File: src/rtl/dle_codec_pkg.sv
package dle_codec_pkg;

  typedef enum logic [1:0] {
    SRC_ESC,
    SRC_SOF,
    SRC_EOF,
    SRC_PAY
  } txSrc_e;

  typedef struct packed {
    txSrc_e src;
    logic   captureLast;
  } txStrobe_t;

  typedef struct packed {
    logic pushByte;
    logic openFrame;
    logic closeFrame;
    logic dropFrame;
  } rxStrobe_t;

  typedef enum logic [2:0] {
    TX_IDLE,
    TX_HEAD_ESC,
    TX_HEAD_SOF,
    TX_BODY,
    TX_DUP,
    TX_TAIL_ESC,
    TX_TAIL_EOF
  } txState_e;

  typedef enum logic [1:0] {
    RX_HUNT,
    RX_HUNT_ESC,
    RX_BODY,
    RX_BODY_ESC
  } rxState_e;

endpackage

File: src/rtl/dle_tx_ctrl.sv
module dle_tx_ctrl
  import dle_codec_pkg::*;
(
  input  logic      clk,
  input  logic      rstN,
  input  logic      inValid,
  input  logic      inLast,
  input  logic      outReady,
  input  logic      isEsc,
  input  logic      lastPend,
  output logic      inReady,
  output logic      outValid,
  output txStrobe_t strobe
);

  txState_e state, stateNext;

  always_ff @(posedge clk) begin
    if (!rstN) state <= TX_IDLE;
    else       state <= stateNext;
  end

  always_comb begin
    stateNext          = state;
    strobe.src         = SRC_ESC;
    strobe.captureLast = 1'b0;
    outValid           = 1'b0;
    inReady            = 1'b0;
    case (state)
      TX_IDLE: begin
        if (inValid) stateNext = TX_HEAD_ESC;
      end
      TX_HEAD_ESC: begin
        outValid = 1'b1;
        if (outReady) stateNext = TX_HEAD_SOF;
      end
      TX_HEAD_SOF: begin
        outValid   = 1'b1;
        strobe.src = SRC_SOF;
        if (outReady) stateNext = TX_BODY;
      end
      TX_BODY: begin
        strobe.src = SRC_PAY;
        outValid   = inValid;
        inReady    = outReady;
        if (inValid && outReady) begin
          if (isEsc) begin
            strobe.captureLast = 1'b1;
            stateNext          = TX_DUP;
          end else if (inLast) begin
            stateNext = TX_TAIL_ESC;
          end
        end
      end
      TX_DUP: begin
        outValid = 1'b1;
        if (outReady) stateNext = lastPend ? TX_TAIL_ESC : TX_BODY;
      end
      TX_TAIL_ESC: begin
        outValid = 1'b1;
        if (outReady) stateNext = TX_TAIL_EOF;
      end
      TX_TAIL_EOF: begin
        outValid   = 1'b1;
        strobe.src = SRC_EOF;
        if (outReady) stateNext = TX_IDLE;
      end
      default: stateNext = TX_IDLE;
    endcase
  end

endmodule

File: src/rtl/dle_tx_path.sv
module dle_tx_path
  import dle_codec_pkg::*;
#(
  parameter int DATA_W = 8,
  parameter logic [DATA_W-1:0] ESC_CODE = 8'h10,
  parameter logic [DATA_W-1:0] SOF_CODE = 8'h02,
  parameter logic [DATA_W-1:0] EOF_CODE = 8'h03
) (
  input  logic              clk,
  input  logic              rstN,
  input  logic [DATA_W-1:0] inData,
  input  logic              inLast,
  input  txStrobe_t         strobe,
  output logic [DATA_W-1:0] outData,
  output logic              isEsc,
  output logic              lastPend
);

  assign isEsc = (inData == ESC_CODE);

  always_ff @(posedge clk) begin
    if (!rstN)                   lastPend <= 1'b0;
    else if (strobe.captureLast) lastPend <= inLast;
  end

  always_comb begin
    case (strobe.src)
      SRC_SOF: outData = SOF_CODE;
      SRC_EOF: outData = EOF_CODE;
      SRC_PAY: outData = inData;
      default: outData = ESC_CODE;
    endcase
  end

endmodule

File: src/rtl/dle_rx_ctrl.sv
module dle_rx_ctrl
  import dle_codec_pkg::*;
(
  input  logic      clk,
  input  logic      rstN,
  input  logic      inValid,
  input  logic      isEsc,
  input  logic      isSof,
  input  logic      isEof,
  output rxStrobe_t strobe,
  output logic      errBadEsc,
  output logic      errAbort
);

  rxState_e state, stateNext;
  logic     badNext, abortNext;

  always_ff @(posedge clk) begin
    if (!rstN) begin
      state     <= RX_HUNT;
      errBadEsc <= 1'b0;
      errAbort  <= 1'b0;
    end else begin
      state     <= stateNext;
      errBadEsc <= badNext;
      errAbort  <= abortNext;
    end
  end

  always_comb begin
    stateNext = state;
    strobe    = '0;
    badNext   = 1'b0;
    abortNext = 1'b0;
    if (inValid) begin
      case (state)
        RX_HUNT: begin
          if (isEsc) stateNext = RX_HUNT_ESC;
        end
        RX_HUNT_ESC: begin
          if (isSof) begin
            strobe.openFrame = 1'b1;
            stateNext        = RX_BODY;
          end else if (!isEsc) begin
            stateNext = RX_HUNT;
          end
        end
        RX_BODY: begin
          if (isEsc) stateNext = RX_BODY_ESC;
          else       strobe.pushByte = 1'b1;
        end
        RX_BODY_ESC: begin
          if (isEsc) begin
            strobe.pushByte = 1'b1;
            stateNext       = RX_BODY;
          end else if (isEof) begin
            strobe.closeFrame = 1'b1;
            stateNext         = RX_HUNT;
          end else if (isSof) begin
            strobe.dropFrame = 1'b1;
            strobe.openFrame = 1'b1;
            abortNext        = 1'b1;
            stateNext        = RX_BODY;
          end else begin
            strobe.dropFrame = 1'b1;
            badNext          = 1'b1;
            stateNext        = RX_HUNT;
          end
        end
        default: stateNext = RX_HUNT;
      endcase
    end
  end

endmodule

File: src/rtl/dle_rx_path.sv
module dle_rx_path
  import dle_codec_pkg::*;
#(
  parameter int DATA_W = 8,
  parameter logic [DATA_W-1:0] ESC_CODE = 8'h10,
  parameter logic [DATA_W-1:0] SOF_CODE = 8'h02,
  parameter logic [DATA_W-1:0] EOF_CODE = 8'h03
) (
  input  logic              clk,
  input  logic              rstN,
  input  logic [DATA_W-1:0] inData,
  input  rxStrobe_t         strobe,
  output logic              isEsc,
  output logic              isSof,
  output logic              isEof,
  output logic [DATA_W-1:0] outData,
  output logic              outValid,
  output logic              outFirst,
  output logic              outLast
);

  logic [DATA_W-1:0] holdData;
  logic              holdValid;
  logic              holdFirst;
  logic              firstPend;

  assign isEsc = (inData == ESC_CODE);
  assign isSof = (inData == SOF_CODE);
  assign isEof = (inData == EOF_CODE);

  always_ff @(posedge clk) begin
    if (!rstN) begin
      holdData  <= '0;
      holdValid <= 1'b0;
      holdFirst <= 1'b0;
      firstPend <= 1'b0;
      outData   <= '0;
      outValid  <= 1'b0;
      outFirst  <= 1'b0;
      outLast   <= 1'b0;
    end else begin
      outValid <= 1'b0;
      outFirst <= 1'b0;
      outLast  <= 1'b0;
      if (strobe.dropFrame) begin
        holdValid <= 1'b0;
        firstPend <= 1'b0;
      end
      if (strobe.openFrame) begin
        holdValid <= 1'b0;
        firstPend <= 1'b1;
      end
      if (strobe.pushByte) begin
        if (holdValid) begin
          outData  <= holdData;
          outValid <= 1'b1;
          outFirst <= holdFirst;
        end
        holdData  <= inData;
        holdValid <= 1'b1;
        holdFirst <= firstPend;
        firstPend <= 1'b0;
      end
      if (strobe.closeFrame) begin
        if (holdValid) begin
          outData  <= holdData;
          outValid <= 1'b1;
          outFirst <= holdFirst;
          outLast  <= 1'b1;
        end
        holdValid <= 1'b0;
        firstPend <= 1'b0;
      end
    end
  end

endmodule

File: src/rtl/dle_frame_codec.sv
module dle_frame_codec
  import dle_codec_pkg::*;
#(
  parameter int DATA_W = 8,
  parameter logic [DATA_W-1:0] ESC_CODE = 8'h10,
  parameter logic [DATA_W-1:0] SOF_CODE = 8'h02,
  parameter logic [DATA_W-1:0] EOF_CODE = 8'h03
) (
  input  logic              clk,
  input  logic              rstN,
  input  logic [DATA_W-1:0] txInData,
  input  logic              txInValid,
  input  logic              txInLast,
  output logic              txInReady,
  output logic [DATA_W-1:0] txOutData,
  output logic              txOutValid,
  input  logic              txOutReady,
  input  logic [DATA_W-1:0] rxInData,
  input  logic              rxInValid,
  output logic [DATA_W-1:0] rxOutData,
  output logic              rxOutValid,
  output logic              rxOutFirst,
  output logic              rxOutLast,
  output logic              rxErrBadEsc,
  output logic              rxErrAbort
);

  txStrobe_t txStrobe;
  rxStrobe_t rxStrobe;
  logic      txIsEsc, txLastPend;
  logic      rxIsEsc, rxIsSof, rxIsEof;

  dle_tx_ctrl uTxCtrl (
    .clk(clk), .rstN(rstN),
    .inValid(txInValid), .inLast(txInLast), .outReady(txOutReady),
    .isEsc(txIsEsc), .lastPend(txLastPend),
    .inReady(txInReady), .outValid(txOutValid), .strobe(txStrobe)
  );

  dle_tx_path #(.DATA_W(DATA_W), .ESC_CODE(ESC_CODE), .SOF_CODE(SOF_CODE), .EOF_CODE(EOF_CODE)) uTxPath (
    .clk(clk), .rstN(rstN),
    .inData(txInData), .inLast(txInLast), .strobe(txStrobe),
    .outData(txOutData), .isEsc(txIsEsc), .lastPend(txLastPend)
  );

  dle_rx_ctrl uRxCtrl (
    .clk(clk), .rstN(rstN),
    .inValid(rxInValid), .isEsc(rxIsEsc), .isSof(rxIsSof), .isEof(rxIsEof),
    .strobe(rxStrobe), .errBadEsc(rxErrBadEsc), .errAbort(rxErrAbort)
  );

  dle_rx_path #(.DATA_W(DATA_W), .ESC_CODE(ESC_CODE), .SOF_CODE(SOF_CODE), .EOF_CODE(EOF_CODE)) uRxPath (
    .clk(clk), .rstN(rstN),
    .inData(rxInData), .strobe(rxStrobe),
    .isEsc(rxIsEsc), .isSof(rxIsSof), .isEof(rxIsEof),
    .outData(rxOutData), .outValid(rxOutValid),
    .outFirst(rxOutFirst), .outLast(rxOutLast)
  );

  // Escape payload byte accepted: duplicate follows, input stalled
  assert_dup_escape_R3: assert property (@(posedge clk) disable iff (!rstN)
    (txInValid && txInReady && txInData == ESC_CODE)
      |=> (txOutValid && txOutData == ESC_CODE && !txInReady));

  // Last plain payload byte accepted: closing escape follows
  assert_close_after_last_R2: assert property (@(posedge clk) disable iff (!rstN)
    (txInValid && txInReady && txInLast && txInData != ESC_CODE)
      |=> (txOutValid && txOutData == ESC_CODE && !txInReady));

  // Stalled line byte stays put
  assert_hold_on_stall_R4: assert property (@(posedge clk) disable iff (!rstN)
    (txOutValid && !txOutReady) |=> (txOutValid && $stable(txOutData)));

  // Error pulses never carry a decoded byte
  assert_err_no_output_R6: assert property (@(posedge clk) disable iff (!rstN)
    (rxErrBadEsc || rxErrAbort) |-> !rxOutValid);

  // Frame close is followed by a quiet cycle
  assert_gap_after_last_R5: assert property (@(posedge clk) disable iff (!rstN)
    (rxOutValid && rxOutLast) |=> !rxOutValid);

endmodule

File: config.mk
export PLATFORM = sky130hd
export DESIGN_NAME = dle_frame_codec
export DESIGN_NICKNAME = d
export VERILOG_FILES = /design/src/rtl/dle_codec_pkg.sv /design/src/rtl/dle_tx_ctrl.sv /design/src/rtl/dle_tx_path.sv /design/src/rtl/dle_rx_ctrl.sv /design/src/rtl/dle_rx_path.sv /design/src/rtl/dle_frame_codec.sv
export SDC_FILE = /design/constraint.sdc
export NUM_CORES = 1
export LEC_CHECK = 0
export BUFFER_PORTS_ARGS = -buffer_cell sky130_fd_sc_hd__buf_2
export CAP_MARGIN = 15
export CELL_PAD_IN_SITES_DETAIL_PLACEMENT = 1
export CELL_PAD_IN_SITES_GLOBAL_PLACEMENT = 1
export CORE_MARGIN = 2
export CORE_UTILIZATION = 37
export DETAILED_ROUTE_END_ITERATION = 8
export PLACE_DENSITY = 0.81
export RECOVER_POWER = 50
export SLEW_MARGIN = 25
export SYNTH_ARGS = -nofsm -noshare
export SYNTH_HDL_FRONTEND = slang
export SYNTH_SLANG_ARGS = --single-unit
File: constraint.sdc
create_clock -name clk -period 2.2 [get_ports clk]
set_input_delay 0.22 -clock clk [delete_from_list [all_inputs] [get_ports clk]]
set_output_delay 0.22 -clock clk [all_outputs]
set_load 0.02 [all_outputs]
==> results of run 1 <==
-- cell families after synthesis --
logic type,count (synthesis)
AND/OR/NAND/NOR,79
AO/OA/AOI/OAI,35
buffers and inverters,14
multiplexers,18
flip-flops,30
-- final timing paths --
path | from | to | slack, ns | cells after the start
worst max-delay path | rxInData[3] | uRxPath.holdFirst | 0.40 | 5
worst min-delay path | rxInData[2] | uRxPath.holdData[2] | 0.20 | 3
worst max register to register | uRxCtrl.state[0] | uRxPath.holdFirst | 0.62 | 3
worst min register to register | uRxPath.holdData[1] | uRxPath.holdData[1] | 0.46 | 2
-- layout by cell type (no fill, tap or decap), types with 4 or more instances in the layout --
cell type and n:
nand3_1 5, nand2_1 32, clkbuf_1 15, buf_2 29
inv_1 4, nand4_1 4, clkbuf_8 5, o21ai_0 8
mux2i_1 17, a21oi_1 8, buf_4 4, nor2_1 5
and2_1 7, dfxtp_1 30
-- metrics by stage --
stage / util / area [sq um] / setup slack (ns) / total power, mW / hold slack [ns]
2_1_floorplan: - / 1520 / 0.463 / 0.669 / 0.296
3_3_place_gp: 0.451 / 1790 / 0.233 / 0.726 / 0.444
3_5_place_dp: 0.451 / 1790 / 0.173 / 0.733 / 0.454
4_1_cts: 0.470 / 1870 / 0.456 / 1.15 / 0.201
5_1_grt: 0.465 / 1850 / 0.285 / 1.19 / 0.204
6_report: 0.465 / 1850 / 0.400 / 1.14 / 0.201
-- tightest hold or removal path: stages --
cell and delay [ns]:
clkbuf_1 0.10, nand2_1 0.06, mux2i_1 0.06
-- where the power goes --
group	internal, mW	switching, mW
Sequential	0.549	0.0231
Clock	0.212	0.206
Combinational	0.0613	0.0867
-- final cells by class --
class                           instances  area, sq um  share of cell area
Multi-Input combinational cell        132          857               0.464
Sequential cell                        30          601               0.325
Clock inverter                          2         10.0             0.00542
Clock buffer                            5         68.8              0.0373
Inverter                                4         15.0             0.00814
Tap cell                               50         62.6              0.0339
Timing Repair Buffer                   48          231               0.125
-- per-layer routing --
| metal | GRT usage | vias to the layer above |
|---|---|---|
| met5 | 0 | - |
| met4 | 0.0525 | 0 |
| li1 | - | 727 |
| met1 | 0.239 | 685 |
| met2 | 0.341 | 37 |
| met3 | 0.0592 | 5 |
==> out/qor.csv, run 1 <==
metric,value,unit
met3 wire length,189,um
synthesized instance count,176,
clock tree root buffer cell,clkbuf_8,
Total Wirelength,4.18,mm
Max Fclk,0.556,GHz
Core ar.,3970,sq um
total negative setup slack,0,ns
post-synthesis xor/xnor area fraction,0,
chip height,68.1,um
Worst-path clk slew,0.06,ns
Pleak,0.754,nW
area delta synth->final,21.3,%
Bufs and invs on worst path,1,
IO Count,45,
ANT cells,0,
CP max FO,10,
Antenna Nets Post-Route,0,
CTS tree,yes,
CP top delay family,simple AND/OR/NAND/NOR gates,
pwr dens,617,nW/um^2
CP peak stage delay,0.59,ns
DRT iter0 DRCs,68,
status,"finished, final reports clean",
share of cells above drive strength 1,0.217,
routed wl met2,2.11,mm
post-synth cell types,41,
RSZ-0062 raised after global routing,false,
total gr overflow,0,
gr usage total,0.198,
Slowest cell on crit path,or4b_1,
worst vdd ir,378,uV
Pins Over Slew Limit,0,
Worst Hold Class,input port to register,
Clock Latency Late Sink,0.28,ns
Slew HR,0.613,
via count,1454,
critical path required time,2.40,ns
clock tree buffer depth,2,
port bufs,44,
simple-gate share of the synthesized area,0.279,
Synth Cell Area,1520,sq um
crit-path cells,buf_2 -> or4b_1 -> o21ai_0 -> and3_1 -> mux2i_1,
"Seq/Total Area, Yosys",0.395,
Worst setup EP type,register,
setup bufs post-CTS,0,
Die W,68.1,um
post-cts resize count,0,
list of most frequent post-synthesis cells,"nand2_1, dfxtp_1, mux2i_1",
TritonCTS sink count,30,
worst-margin pin slew,0.580,ns
HPWL after DPL,3.04,mm
GP Congestion,0.761,
asr flop ratio synth,0,
Final Cycle Share,0.818,
Post-Synthesis Net Count,198,
# H-tree levels,2,
largest family of logic cells by synthesized area,simple AND/OR/NAND/NOR gates,
Most used DFF post-synth,dfxtp_1,
total CTS buffers,5,
Post-synth EDFFs,0,
most common cell in the netlist,nand2_1,
Compound-Gate Fraction of Synth Area,0.168,
initial core utilization,0.383,
Crit path arrival time,2.00,ns
synth warn,0,
DRC violations left,0,
Final Hold Fails,0,
nets@finish,243,
Cells after DPL,264,
initial antenna violation count,0,
"flops & latches, synth",30,
first-pass detailed-route iteration total,4,
synth top area cells,"dfxtp_1, mux2i_1, nand2_1, and2_1, a21oi_1",
first-pass GRT wire length,6.73,mm
Routed WL per cell,15.4,um
Synth Area in Adders,0,
largest net degree at the start of global routing,26,
Final setup viols,0,
vias in the first global route,1426,
Finished Layout Cells,271,
via/cell ratio,5.37,
"Avg Cell Area, Syn",8.64,sq um
highest metal layer with signal wires,met4,
Std-Cell Rows,23,
hold_buf cts,0,
multiplexer area fraction after synthesis,0.119,
Yosys top cell by area,dfxtp_1,
WL met1,1.83,mm
fill cell count,500,
Tmin final,1.80,ns
overall die area,4640,sq um
Worst Setup Path Type,input port to register,
startpoint types,input port,
MaxCap Viol Count,0,
Yosys top cell area share,0.395,
Setup Skew,0.00527,ns
(Power assumes the default switching activity.)
==> run 2: changes to the inputs <==
==> constraint.sdc (replaced) <==
create_clock -name clk -period 1.75 [get_ports clk]
set_input_delay 0.175 -clock clk [delete_from_list [all_inputs] [get_ports clk]]
set_output_delay 0.175 -clock clk [all_outputs]
set_load 0.02 [all_outputs]
==> run 2 against run 1 <==
Die area unchanged; global-route usage increased by 0.72 points; combinational power increased by 41%; wire length increased by 5.1%; sequential share of layout area decreased by 2.2 points; non-clock buffer count increased by 16; critical path depth decreased by 2; flip-flop and latch count unchanged; largest cell class unchanged.
==> out/qor.csv, run 2 (synthesis results as in run 1) <==
metric,value,unit,change
area delta synth->final,30.3,%,was 21.3%
pwr dens,755,nW/um^2,was 617 nW/um^2
Pleak,0.835,nW,was 0.754 nW
first-pass detailed-route iteration total,4,,unchanged
Worst Hold Class,input port to register,,unchanged
Slew HR,0.689,,was 0.613
TritonCTS sink count,30,,unchanged
switching pwr,0.399,mW,was 0.316 mW
fraction of power consumed by sequential logic,0.477,,was 0.503
post-cts resize count,0,,unchanged
Std-Cell Rows,23,,unchanged
reg2reg setup slack,0.17,ns,was 0.62 ns
Clock Latency Late Sink,0.28,ns,about the same
crit-path cells,and3_1 -> and2_1 -> buf_2,,was buf_2 -> or4b_1 -> o21ai_0 -> and3_1 -> mux2i_1
Place WS,-0.119,ns,was 0.173 ns
Core ar.,3970,sq um,unchanged
Finished Layout Cells,288,,was 271
Pint,1.10,mW,was 0.822 mW
Die W,68.1,um,unchanged
CP max FO,15,,was 10
Max Fclk,0.594,GHz,
"most common cell after layout, fill and taps aside",nand2_1,,unchanged
Final setup viols,0,,unchanged
vias in the first global route,1489,,was 1426
# H-tree levels,2,,unchanged
worst vdd ir,556,uV,was 378 uV
Final Cycle Share,0.962,,
clock tree root buffer cell,clkbuf_8,,unchanged
DRC violations left,0,,unchanged
status,"finished, final reports clean",,unchanged
nets@finish,259,,was 243
Pins Over Slew Limit,0,,unchanged
ANT cells,0,,unchanged
HPWL after DPL,3.28,mm,was 3.04 mm
Total Wirelength,4.39,mm,was 4.18 mm
via/cell ratio,5.33,,was 5.37
Setup Skew,0.00794,ns,was 0.00527 ns
met3 Usage GRT,0.0444,,was 0.0592
overall die area,4640,sq um,unchanged
Worst Setup Path Type,register to output pin,,was input port to register
Crit path arrival time,1.51,ns,was 2.00 ns
via count,1534,,was 1454
Antenna Nets Post-Route,0,,unchanged
worst-margin pin slew,0.465,ns,was 0.580 ns
startpoint types,register,,was input port
total CTS buffers,5,,unchanged
"commonest cells after routing, fill and taps aside","nand2_1, dfxtp_1, buf_2",,unchanged
largest net degree at the start of global routing,20,,was 26
IO Count,45,,unchanged
total negative setup slack,0,ns,unchanged
Final Hold Fails,0,,unchanged
total gr overflow,0,,unchanged
Fin Hold WS,0.168,ns,was 0.201 ns
first-pass GRT wire length,7.05,mm,was 6.73 mm
Design Power,1.50,mW,was 1.14 mW
GP Congestion,0.799,,was 0.761
fill cell count,518,,was 500
initial core utilization,0.383,,unchanged
setup bufs post-CTS,0,,unchanged
CTS tree,yes,,unchanged
M1 GR Usage,0.245,,was 0.239
Bufs and invs on worst path,1,,unchanged
MaxCap Viol Count,0,,unchanged
CP top delay family,flip-flops,,was simple AND/OR/NAND/NOR gates
chip height,68.1,um,unchanged
gr usage total,0.205,,was 0.198
Worst-path clk slew,0.07,ns,was 0.06 ns
part of the power in combinational logic,0.139,,was 0.130
Routed WL per cell,15.2,um,was 15.4 um
Tmin final,1.68,ns,
RSZ-0062 raised after global routing,false,,unchanged
final non-filler cell area,1980,sq um,was 1850 sq um
share of cells above drive strength 1,0.256,,was 0.217
gr busiest metal,met2,,unchanged
Worst setup EP type,output pin,,was register
Slowest cell on crit path,dfxtp_1,,was or4b_1
critical path required time,1.57,ns,was 2.40 ns
met2 GRT Util,0.360,,was 0.341
switching share of power,0.267,,was 0.278
Cells after DPL,280,,was 264
hold_buf cts,0,,unchanged
port bufs,44,,unchanged
clock tree buffer depth,2,,unchanged
final setup margin,0.0659,ns,was 0.400 ns
initial antenna violation count,0,,unchanged
CP peak stage delay,0.61,ns,was 0.59 ns
fin util,0.499,,was 0.465
DRT iter0 DRCs,67,,was 68
Placed Area,1920,sq um,was 1790 sq um
Clock power frac,0.383,,was 0.367
run 2: worst paths after layout:
kind | depth (start not counted) | startpoint | end
max reg2reg | 6 | uRxCtrl.state[0] | register
max | 3 | uTxCtrl.state[0] | txOutData[7]
min reg2reg | 2 | register | register
min | 3 | rxInData[2] | uRxPath.holdData[2]
run 2: layer usage:
layer / wire length, um / vias to the layer above / share of wire
met5: 0 / - / 0
met4: 60 / 0 / 0.014
met3: 154 / 6 / 0.035
met2: 2240 / 31 / 0.51
met1: 1930 / 740 / 0.44
li1: - / 757 / -
run 2: power groups by stage:
stage               logic (mW)  clock network [mW]  registers (mW)
finish                   0.209               0.573           0.715
global route             0.232               0.625           0.716
CTS                      0.215               0.583           0.713
detailed placement       0.213                   0           0.729
global placement         0.204                   0           0.728
floorplan                0.127                   0           0.713
run 2: final cells by class:
class                      count  area [sq um]  share of cell area
inverter                       4          15.0             0.00758
clock buffer                   7          86.3              0.0436
timing repair buffer          64           355               0.179
clock inverter                 1          5.00             0.00253
tap                           50          62.6              0.0316
sequential                    30           601               0.303
multi-input combinational    132           857               0.432
run 2: worst min-delay path: stages:
cell and delay, ns:
clkbuf_1 0.10, nand2_1 0.07, mux2i_1 0.06
